$ cat src/rtl/irq_agg_pkg.sv
package irq_agg_pkg;
  // Decoded register strobes passed from control to datapath
  typedef struct packed {
    logic wrStatus;
    logic wrMask;
    logic rdStatus;
    logic rdMask;
  } regStrobes_t;
endpackage

$ cat src/rtl/irq_agg_ctrl.sv
module irq_agg_ctrl
  import irq_agg_pkg::*;
#(
  parameter int ADDR_W     = 8,
  parameter int STATUS_OFS = 'h70,
  parameter int MASK_OFS   = 'h74
) (
  input  logic              busSel,
  input  logic              busWr,
  input  logic [ADDR_W-1:0] busAddr,
  output regStrobes_t       strobes
);
  localparam logic [ADDR_W-1:0] STATUS_A = ADDR_W'(STATUS_OFS);
  localparam logic [ADDR_W-1:0] MASK_A   = ADDR_W'(MASK_OFS);

  logic hitStatus;
  logic hitMask;

  always_comb begin
    hitStatus        = busSel && (busAddr == STATUS_A);
    hitMask          = busSel && (busAddr == MASK_A);
    strobes.wrStatus = hitStatus && busWr;
    strobes.wrMask   = hitMask && busWr;
    strobes.rdStatus = hitStatus && !busWr;
    strobes.rdMask   = hitMask && !busWr;
  end
endmodule

$ cat src/rtl/irq_agg_dp.sv
module irq_agg_dp
  import irq_agg_pkg::*;
#(
  parameter int NUM_SRC = 16,
  parameter int DATA_W  = 32,
  parameter int DMA_BIT = 3
) (
  input  logic               clk,
  input  logic               rst_n,
  input  regStrobes_t        strobes,
  input  logic [NUM_SRC-1:0] wdataLo,
  input  logic [NUM_SRC-1:0] srcSet,
  input  logic               dmaIrq,
  output logic [NUM_SRC-1:0] statusQ,
  output logic [NUM_SRC-1:0] maskQ,
  output logic               irqPending,
  output logic               recheckPulse,
  output logic [DATA_W-1:0]  rdata
);
  logic [NUM_SRC-1:0] setVec;
  logic [NUM_SRC-1:0] statusD;

  always_comb begin
    setVec          = srcSet;
    setVec[DMA_BIT] = srcSet[DMA_BIT] | dmaIrq;
  end

  // Per-bit next status: acknowledge by AND, a set pulse overrides it
  for (genvar i = 0; i < NUM_SRC; i++) begin : g_bit
    always_comb begin
      statusD[i] = (strobes.wrStatus ? (statusQ[i] & wdataLo[i]) : statusQ[i]) | setVec[i];
    end
  end

  always_ff @(posedge clk) begin
    if (!rst_n) begin
      statusQ      <= '0;
      maskQ        <= '0;
      recheckPulse <= 1'b0;
    end else begin
      statusQ      <= statusD;
      if (strobes.wrMask) maskQ <= wdataLo;
      recheckPulse <= strobes.wrMask && |(wdataLo & statusQ);
    end
  end

  assign irqPending = |(statusQ & maskQ);

  always_comb begin
    rdata = '0;
    if (strobes.rdStatus)    rdata = DATA_W'(statusQ);
    else if (strobes.rdMask) rdata = DATA_W'(maskQ);
  end
endmodule

$ cat src/rtl/irq_aggregator.sv
module irq_aggregator
  import irq_agg_pkg::*;
#(
  parameter int ADDR_W     = 8,
  parameter int DATA_W     = 32,
  parameter int NUM_SRC    = 16,
  parameter int DMA_BIT    = 3,
  parameter int STATUS_OFS = 'h70,
  parameter int MASK_OFS   = 'h74
) (
  input  logic               clk,
  input  logic               rst_n,
  input  logic               busSel,
  input  logic               busWr,
  input  logic [ADDR_W-1:0]  busAddr,
  input  logic [DATA_W-1:0]  busWdata,
  output logic [DATA_W-1:0]  busRdata,
  input  logic [NUM_SRC-1:0] srcSet,
  input  logic               dmaIrq,
  output logic               irqPending,
  output logic               recheckPulse
);
  regStrobes_t        strobes;
  logic [NUM_SRC-1:0] statusQ;
  logic [NUM_SRC-1:0] maskQ;
  logic               unusedWdataHi;

  assign unusedWdataHi = ^busWdata[DATA_W-1:NUM_SRC];

  irq_agg_ctrl #(
    .ADDR_W(ADDR_W), .STATUS_OFS(STATUS_OFS), .MASK_OFS(MASK_OFS)
  ) u_ctrl (
    .busSel (busSel),
    .busWr  (busWr),
    .busAddr(busAddr),
    .strobes(strobes)
  );

  irq_agg_dp #(
    .NUM_SRC(NUM_SRC), .DATA_W(DATA_W), .DMA_BIT(DMA_BIT)
  ) u_dp (
    .clk         (clk),
    .rst_n       (rst_n),
    .strobes     (strobes),
    .wdataLo     (busWdata[NUM_SRC-1:0]),
    .srcSet      (srcSet),
    .dmaIrq      (dmaIrq),
    .statusQ     (statusQ),
    .maskQ       (maskQ),
    .irqPending  (irqPending),
    .recheckPulse(recheckPulse),
    .rdata       (busRdata)
  );
endmodule

$ cat config.mk
export PLATFORM = sky130hd
export DESIGN_NAME = irq_aggregator
export DESIGN_NICKNAME = d
export VERILOG_FILES = /design/src/rtl/irq_agg_pkg.sv /design/src/rtl/irq_agg_ctrl.sv /design/src/rtl/irq_agg_dp.sv /design/src/rtl/irq_aggregator.sv
export SDC_FILE = /design/constraint.sdc
export NUM_CORES = 1
export LEC_CHECK = 0
export BUFFER_PORTS_ARGS = -buffer_cell sky130_fd_sc_hd__buf_2
export CAP_MARGIN = 20
export CELL_PAD_IN_SITES_DETAIL_PLACEMENT = 1
export CELL_PAD_IN_SITES_GLOBAL_PLACEMENT = 2
export CORE_ASPECT_RATIO = 0.6
export CORE_MARGIN = 1.5
export CORE_UTILIZATION = 21
export CTS_CLUSTER_SIZE = 12
export DETAILED_ROUTE_END_ITERATION = 8
export HOLD_SLACK_MARGIN = 0.15
export PLACE_DENSITY = 0.78
export SKIP_CTS_REPAIR_TIMING = 1
export SYNTH_ARGS = -nofsm -noshare
export SYNTH_HDL_FRONTEND = slang
export SYNTH_SLANG_ARGS = --single-unit
$ cat constraint.sdc
create_clock -name clk -period 2.4 [get_ports clk]
set_clock_uncertainty 0.15 [all_clocks]
set_input_delay 0.48 -clock clk [delete_from_list [all_inputs] [get_ports clk]]
set_output_delay 0.48 -clock clk [all_outputs]
set_load 0.03 [all_outputs]
==> run_results.csv, run 1 <==
group,metric,value,unit
critical_path,r2r-start,"u_dp.statusQ[10]$_SDFF_PN0_",
logic_synthesis,synthTopCellsByCount,"dfxtp_1 (33), o21ai_0 (31), a22o_1 (18), nand2_1 (17)",
floorplan,start_util,21.5,%
cts,clock_path_buffers,2,
logic_synthesis,yosys.area_share.simple,17.7,%
logic_synthesis,synth_edf_count,0,
finish,area_growth,46.5,%
status,run_status,"finished with violations",
detailed_routing,drtPass1Iterations,4,
finish,final-seq-area,661,µm²
logic_synthesis,yosysMostFrequentCell,"dfxtp_1",
logic_synthesis,syn_avg_cell_area,8.40,µm²
cts,cts_buffers,5,
global_route,use_met3,4.40,%
finish,drive_gt1_share,37.2,%
logic_synthesis,syn_inst,200,
power_and_ir_drop,power_density,562,nW/µm²
detailed_routing,postRouteAntennaNets,0,
critical_path,rr_endpoint,"u_dp.recheckPulse$_SDFF_PN0_",
timing,hold_viol,0,
detailed_routing,vias_per_cell,4.51,
timing,fmax,364,MHz
detailed_routing,wl_per_cell,15.1,µm
cts,cts-htree-levels,2,
hold_path,hold_start,"busWdata[0]",
logic_synthesis,yosysSeqAreaShare,39.3,%
logic_synthesis,yosys_warnings,0,
power_and_ir_drop,intPower,1.03,mW
power_and_ir_drop,p_leak,1.06,nW
global_route,grt_pass1_wl,9000,µm
logic_synthesis,synth_top_area_share,39.3,%
logic_synthesis,synth_compound_area_share,31.6,%
power_and_ir_drop,clockPowerShare,46.4,%
global_route,gr-usage-met1,19.5,%
critical_path,reg2regPathDepth,4,
detailed_routing,drt_iter0_markers,63,
finish,fill_cells,954,
critical_path,reg2reg_slack,850,ps
hold_path,holdPathStages,3,
cts,path_clk_slew,50,ps
critical_path,required,1770,ps
power_and_ir_drop,switching_share,25.5,%
logic_synthesis,synth_fa_ha_area_share,0,%
detailed_routing,vias,1688,
global_route,gr-total-overflow,0,
global_route,busiest_layer,"met2",
timing,rsz0062_at_grt,"true",
critical_path,cp-end-kind,"output port",
floorplan,dieArea,8560,µm²
floorplan,die_h,72.3,µm
hold_path,min_to,"u_dp.maskQ[0]$_SDFFE_PN0P_",
power_and_ir_drop,ir_drop,0.300,mV
placement,place.gp.congestion,0.732,
finish,antenna_cells,0,
logic_synthesis,synthDistinctLibCells,24,
finish,multi_input_area,991,µm²
floorplan,fp.dieW,118,µm
flow_run,drv_cap,0,
global_route,track_usage,14.0,%
timing,min_period,2740,ps
power_and_ir_drop,switchingPower,0.352,mW
hold_path,hp-class,"in2reg",
placement,place_inst,367,
placement,hpwl,4240,µm
global_route,met2_usage,20.7,%
logic_synthesis,synthMuxAreaShare,0,%
timing,final-setup-viol-count,16,
power_and_ir_drop,seq_power_share,42.9,%
floorplan,io_pins,95,
logic_synthesis,ys_ff_latch,33,
critical_path,cp_data_arrival_time,2110,ps
cts,cts-root-buf,"clkbuf_16",
status,violations,"negative setup slack",
logic_synthesis,async_flop_share,0,%
placement,io_buffers,62,
logic_synthesis,synth-xor-area-share,0,%
timing,fin_crit_sh,114,%
logic_synthesis,ys.flop_type,"dfxtp_1",
logic_synthesis,synth_top_area_cell,"dfxtp_1",
finish,utilization,31.5,%
power_and_ir_drop,combPwrFrac,10.6,%
critical_path,crit_fanout,16,
finish,fin_nets,327,
finish,fin_cells,374,
global_route,antenna_found_initial,0,
logic_synthesis,synth.top_cells.by_area,"dfxtp_1 (39%), a22o_1 (9.4%), o21ai_0 (9.2%)",
cts,cts_num_sinks,33,
detailed_routing,wirelength,5650,µm
floorplan,rows,25,
critical_path,crit_path_start_kind,"primary input",
cts,cts_tree,"yes",
timing,whs,309,ps
global_route,grt_max_degree,34,
timing,fin_ws,-343,ps
floorplan,core-area,7820,µm²
critical_path,crit_type,"in2out",
timing,slew_viol_final,0,
detailed_routing,post-route-drc-count,0,
global_route,grt_pass1_vias,1733,
logic_synthesis,synth_area,1680,µm²
cts,clock_latency,280,ps
logic_synthesis,synth_top_family_by_area,"compound AO/OA/AOI/OAI gates",
## worst max-delay path, stage by stage
cell and delay, ps:
buf_6 90, or4b_4 530, or2_4 270, nor3b_4 220, buf_12 190, a22o_2 170, buf_4 150
## through the flow
step	area (µm²)	setup TNS, ps	worst slack, ps	power (mW)
5_1_grt	2460	-5550	-394	1.45
2_1_floorplan	1830	-2140	-169	0.694
6_report	2460	-4720	-343	1.38
3_5_place_dp	2210	-5890	-390	0.750
4_1_cts	2360	-5900	-393	1.41
3_3_place_gp	2210	-5540	-370	0.746
## layer usage
metal	routed length, µm	up-vias
met5	0	-
met4	46	0
met3	329	5
met2	2490	44
met1	2790	792
li1	-	847
## power by group through the flow
stage	clock, mW	combinational (mW)	sequential (mW)
final	0.642	0.147	0.593
after global placement	0	0.143	0.603
after floorplan	0	0.0984	0.596
after global routing	0.695	0.163	0.595
after detailed placement	0	0.146	0.604
after CTS	0.667	0.147	0.592
## area by class of cell
type                       instances  area share, %
timing repair buffer              71           21.6
multi-input combinational        155           40.3
clock buffer                       7           5.80
tap                              108           5.49
sequential                        33           26.9
## worst max path at each step
stage	start	endpoint	slack (ps)	cells past startpoint
after floorplan	busAddr[3]	busRdata[10]	-170	5
after global placement	busAddr[3]	busRdata[15]	-370	7
after detailed placement	busAddr[3]	busRdata[13]	-390	7
after CTS	busAddr[3]	busRdata[15]	-390	7
after global routing	busAddr[3]	busRdata[15]	-390	7
final	busAddr[3]	busRdata[15]	-340	7
## logic make-up after synthesis
group	after synthesis
compound gates	80
buf+inv	27
flops	33
other cells	1
simple gates	59
## sequential cells by signal, summed over array words and instances, names as in the netlist
signal	cells
u_dp.statusQ	16
u_dp.maskQ	16
u_dp.recheckPulse	1
## layout by cell type (no fill, tap or decap), types with 2 or more instances in the layout
cell       Yosys  final
nand4_1        2      2
nor2_1        15     15
nand2_1       17     17
buf_6          3     16
a21oi_1       16     16
buf_2          2     45
nand3_1       16     16
buf_12         0      4
a221oi_1       8      8
a22o_1        18      8
o21ai_0       31     31
buf_4         16      6
a22o_2         6      6
clkbuf_16      0      5
conb_1         1     16
dfxtp_1       33     33
a22o_4         0     10
No activity file was read; power rests on OpenSTA's default activity.
==> run 2, diff against run 1 <==
BUFFER_PORTS_ARGS = not set   (was -buffer_cell sky130_fd_sc_hd__buf_2)
CORE_UTILIZATION = 29   (was 21)
DONT_BUFFER_PORTS = 1   (was not set)
PLACE_DENSITY = 0.75   (was 0.78)
==> run 2 against run 1 <==
  * The flow still finishes with violations (negative setup slack)
  * Combinational power shrank 46%
  * Design area shrank 20%
  * Die area shrank 27%
  * Cell count shrank 25%
  * Sequential cell count is the same
  * Global-route usage grew 2.3 points
  * Wire length shrank 12%
  * Total power shrank 21%
  * Via count shrank 14%
  * Largest cell class unchanged
==> run_results.csv, run 2 (synthesized netlist as in run 1, its figures left out) <==
group,metric,value,unit
detailed_routing,postRouteAntennaNets,0,
timing,hold_viol,0,
floorplan,dieArea,6270,µm²
timing,rsz0062_at_grt,"true",
placement,dpl_cell_area,1850,µm²
timing,final-setup-viol-count,16,
floorplan,fp.dieW,101,µm
placement,place.gp.congestion,0.680,
finish,final_common_cell,"dfxtp_1",
finish,fin_nets,262,
timing,worst_pin_slew,533,ps
status,run_status,"finished with violations",
finish,finalInstanceArea,1980,µm²
finish,area_growth,17.8,%
finish,largest_registers,"u_dp.maskQ x16, u_dp.statusQ x16, u_dp.recheckPulse x1",
global_route,antenna_found_initial,0,
timing,fin_ws,-137,ps
timing,min_period,2540,ps
detailed_routing,drtPass1Iterations,4,
placement,dp_slack,-187,ps
critical_path,cp_data_arrival_time,1910,ps
critical_path,crit_fanout,16,
detailed_routing,vias_per_cell,5.20,
cts,cts-htree-levels,2,
detailed_routing,wl_per_cell,17.6,µm
global_route,track_usage,16.3,%
floorplan,die_h,61.9,µm
critical_path,crit_type,"in2out",
global_route,gr-total-overflow,0,
detailed_routing,vias,1460,
critical_path,required,1770,ps
floorplan,rows,21,
timing,whs,180,ps
timing,fmax,394,MHz
power_and_ir_drop,ir_drop,0.241,mV
cts,cts_buffers,5,
finish,drive_gt1_share,16.9,%
floorplan,io_pins,95,
cts,clock_latency,280,ps
detailed_routing,drt_iter0_markers,47,
timing,fin_crit_sh,106,%
power_and_ir_drop,p_leak,0.773,nW
power_and_ir_drop,power_density,554,nW/µm²
placement,hpwl,3520,µm
global_route,grt_max_degree,50,
finish,layout_common_cells,"dfxtp_1 (33), o21ai_0 (31), nand2_1 (17)",
timing,slew_viol_final,0,
detailed_routing,wirelength,4950,µm
hold_path,hp-class,"in2reg",
flow_run,drv_cap,0,
timing,slew_headroom,64.5,%
cts,cts_num_sinks,33,
cts,path_clk_slew,70,ps
global_route,grt_pass1_wl,7510,µm
placement,io_buffers,0,
detailed_routing,post-route-drc-count,0,
global_route,grt_pass1_vias,1391,
cts,cts-root-buf,"clkbuf_8",
floorplan,core-area,5570,µm²
critical_path,cp-end-kind,"output port",
finish,antenna_cells,0,
cts,clock_path_buffers,2,
floorplan,start_util,30.1,%
status,violations,"negative setup slack",
critical_path,crit_path_start_kind,"primary input",
cts,cts_tree,"yes",
## run 2: changes by cell type in the layout (fill, tap and decap cells not counted), sizes merged
cell  delta
buf     -65
## run 2: cell type report
type | count | area, µm²
fill | 678 | 3590
tap | 80 | 100
timing repair buffer | 6 | 95.1
multi-input combinational | 155 | 1040
sequential | 33 | 661
clock buffer | 7 | 86.3
## run 2: worst paths after layout
path                                    start                      endpoint  slack [ps]  cells past startpoint
setup / recovery                   busAddr[3]                  busRdata[11]        -140                      5
hold / removal                   busWdata[10]   u_dp.maskQ[10]$_SDFFE_PN0P_         180                      2
setup reg to reg  u_dp.statusQ[10]$_SDFF_PN0_  u_dp.recheckPulse$_SDFF_PN0_         780                      4
hold reg to reg   u_dp.maskQ[14]$_SDFFE_PN0P_   u_dp.maskQ[14]$_SDFFE_PN0P_         340                      2
## run 2: stage by stage
step / power (mW) / instances / utilization (%) / TNS [ps]
2_1_floorplan: 0.694 / 215 / - / -2140
3_3_place_gp: 0.681 / 274 / 33.2 / -2120
3_5_place_dp: 0.683 / 274 / 33.2 / -2320
4_1_cts: 1.12 / 281 / 34.7 / -2310
5_1_grt: 1.15 / 281 / 35.5 / -3000
6_report: 1.10 / 281 / 35.5 / -2090
## run 2: power breakdown
group          switching [mW]  internal [mW]
sequential             0.0265          0.567
combinational          0.0547         0.0251
clock                   0.196          0.228
## run 2: routing by layer
layer | global-route usage, % | wire [µm] | share of wire [%]
met1 | 22.4 | 2460 | 50
met2 | 24.9 | 2130 | 43
met3 | 5.59 | 344 | 7.0
met4 | 4.17 | 19 | 0.38
met5 | 0 | 0 | 0
## run 2: worst max-delay path, cell delays in order
cell and delay (ps):
or4b_4 520, or2_4 280, nor3b_4 210, buf_12 200
a22o_4 210
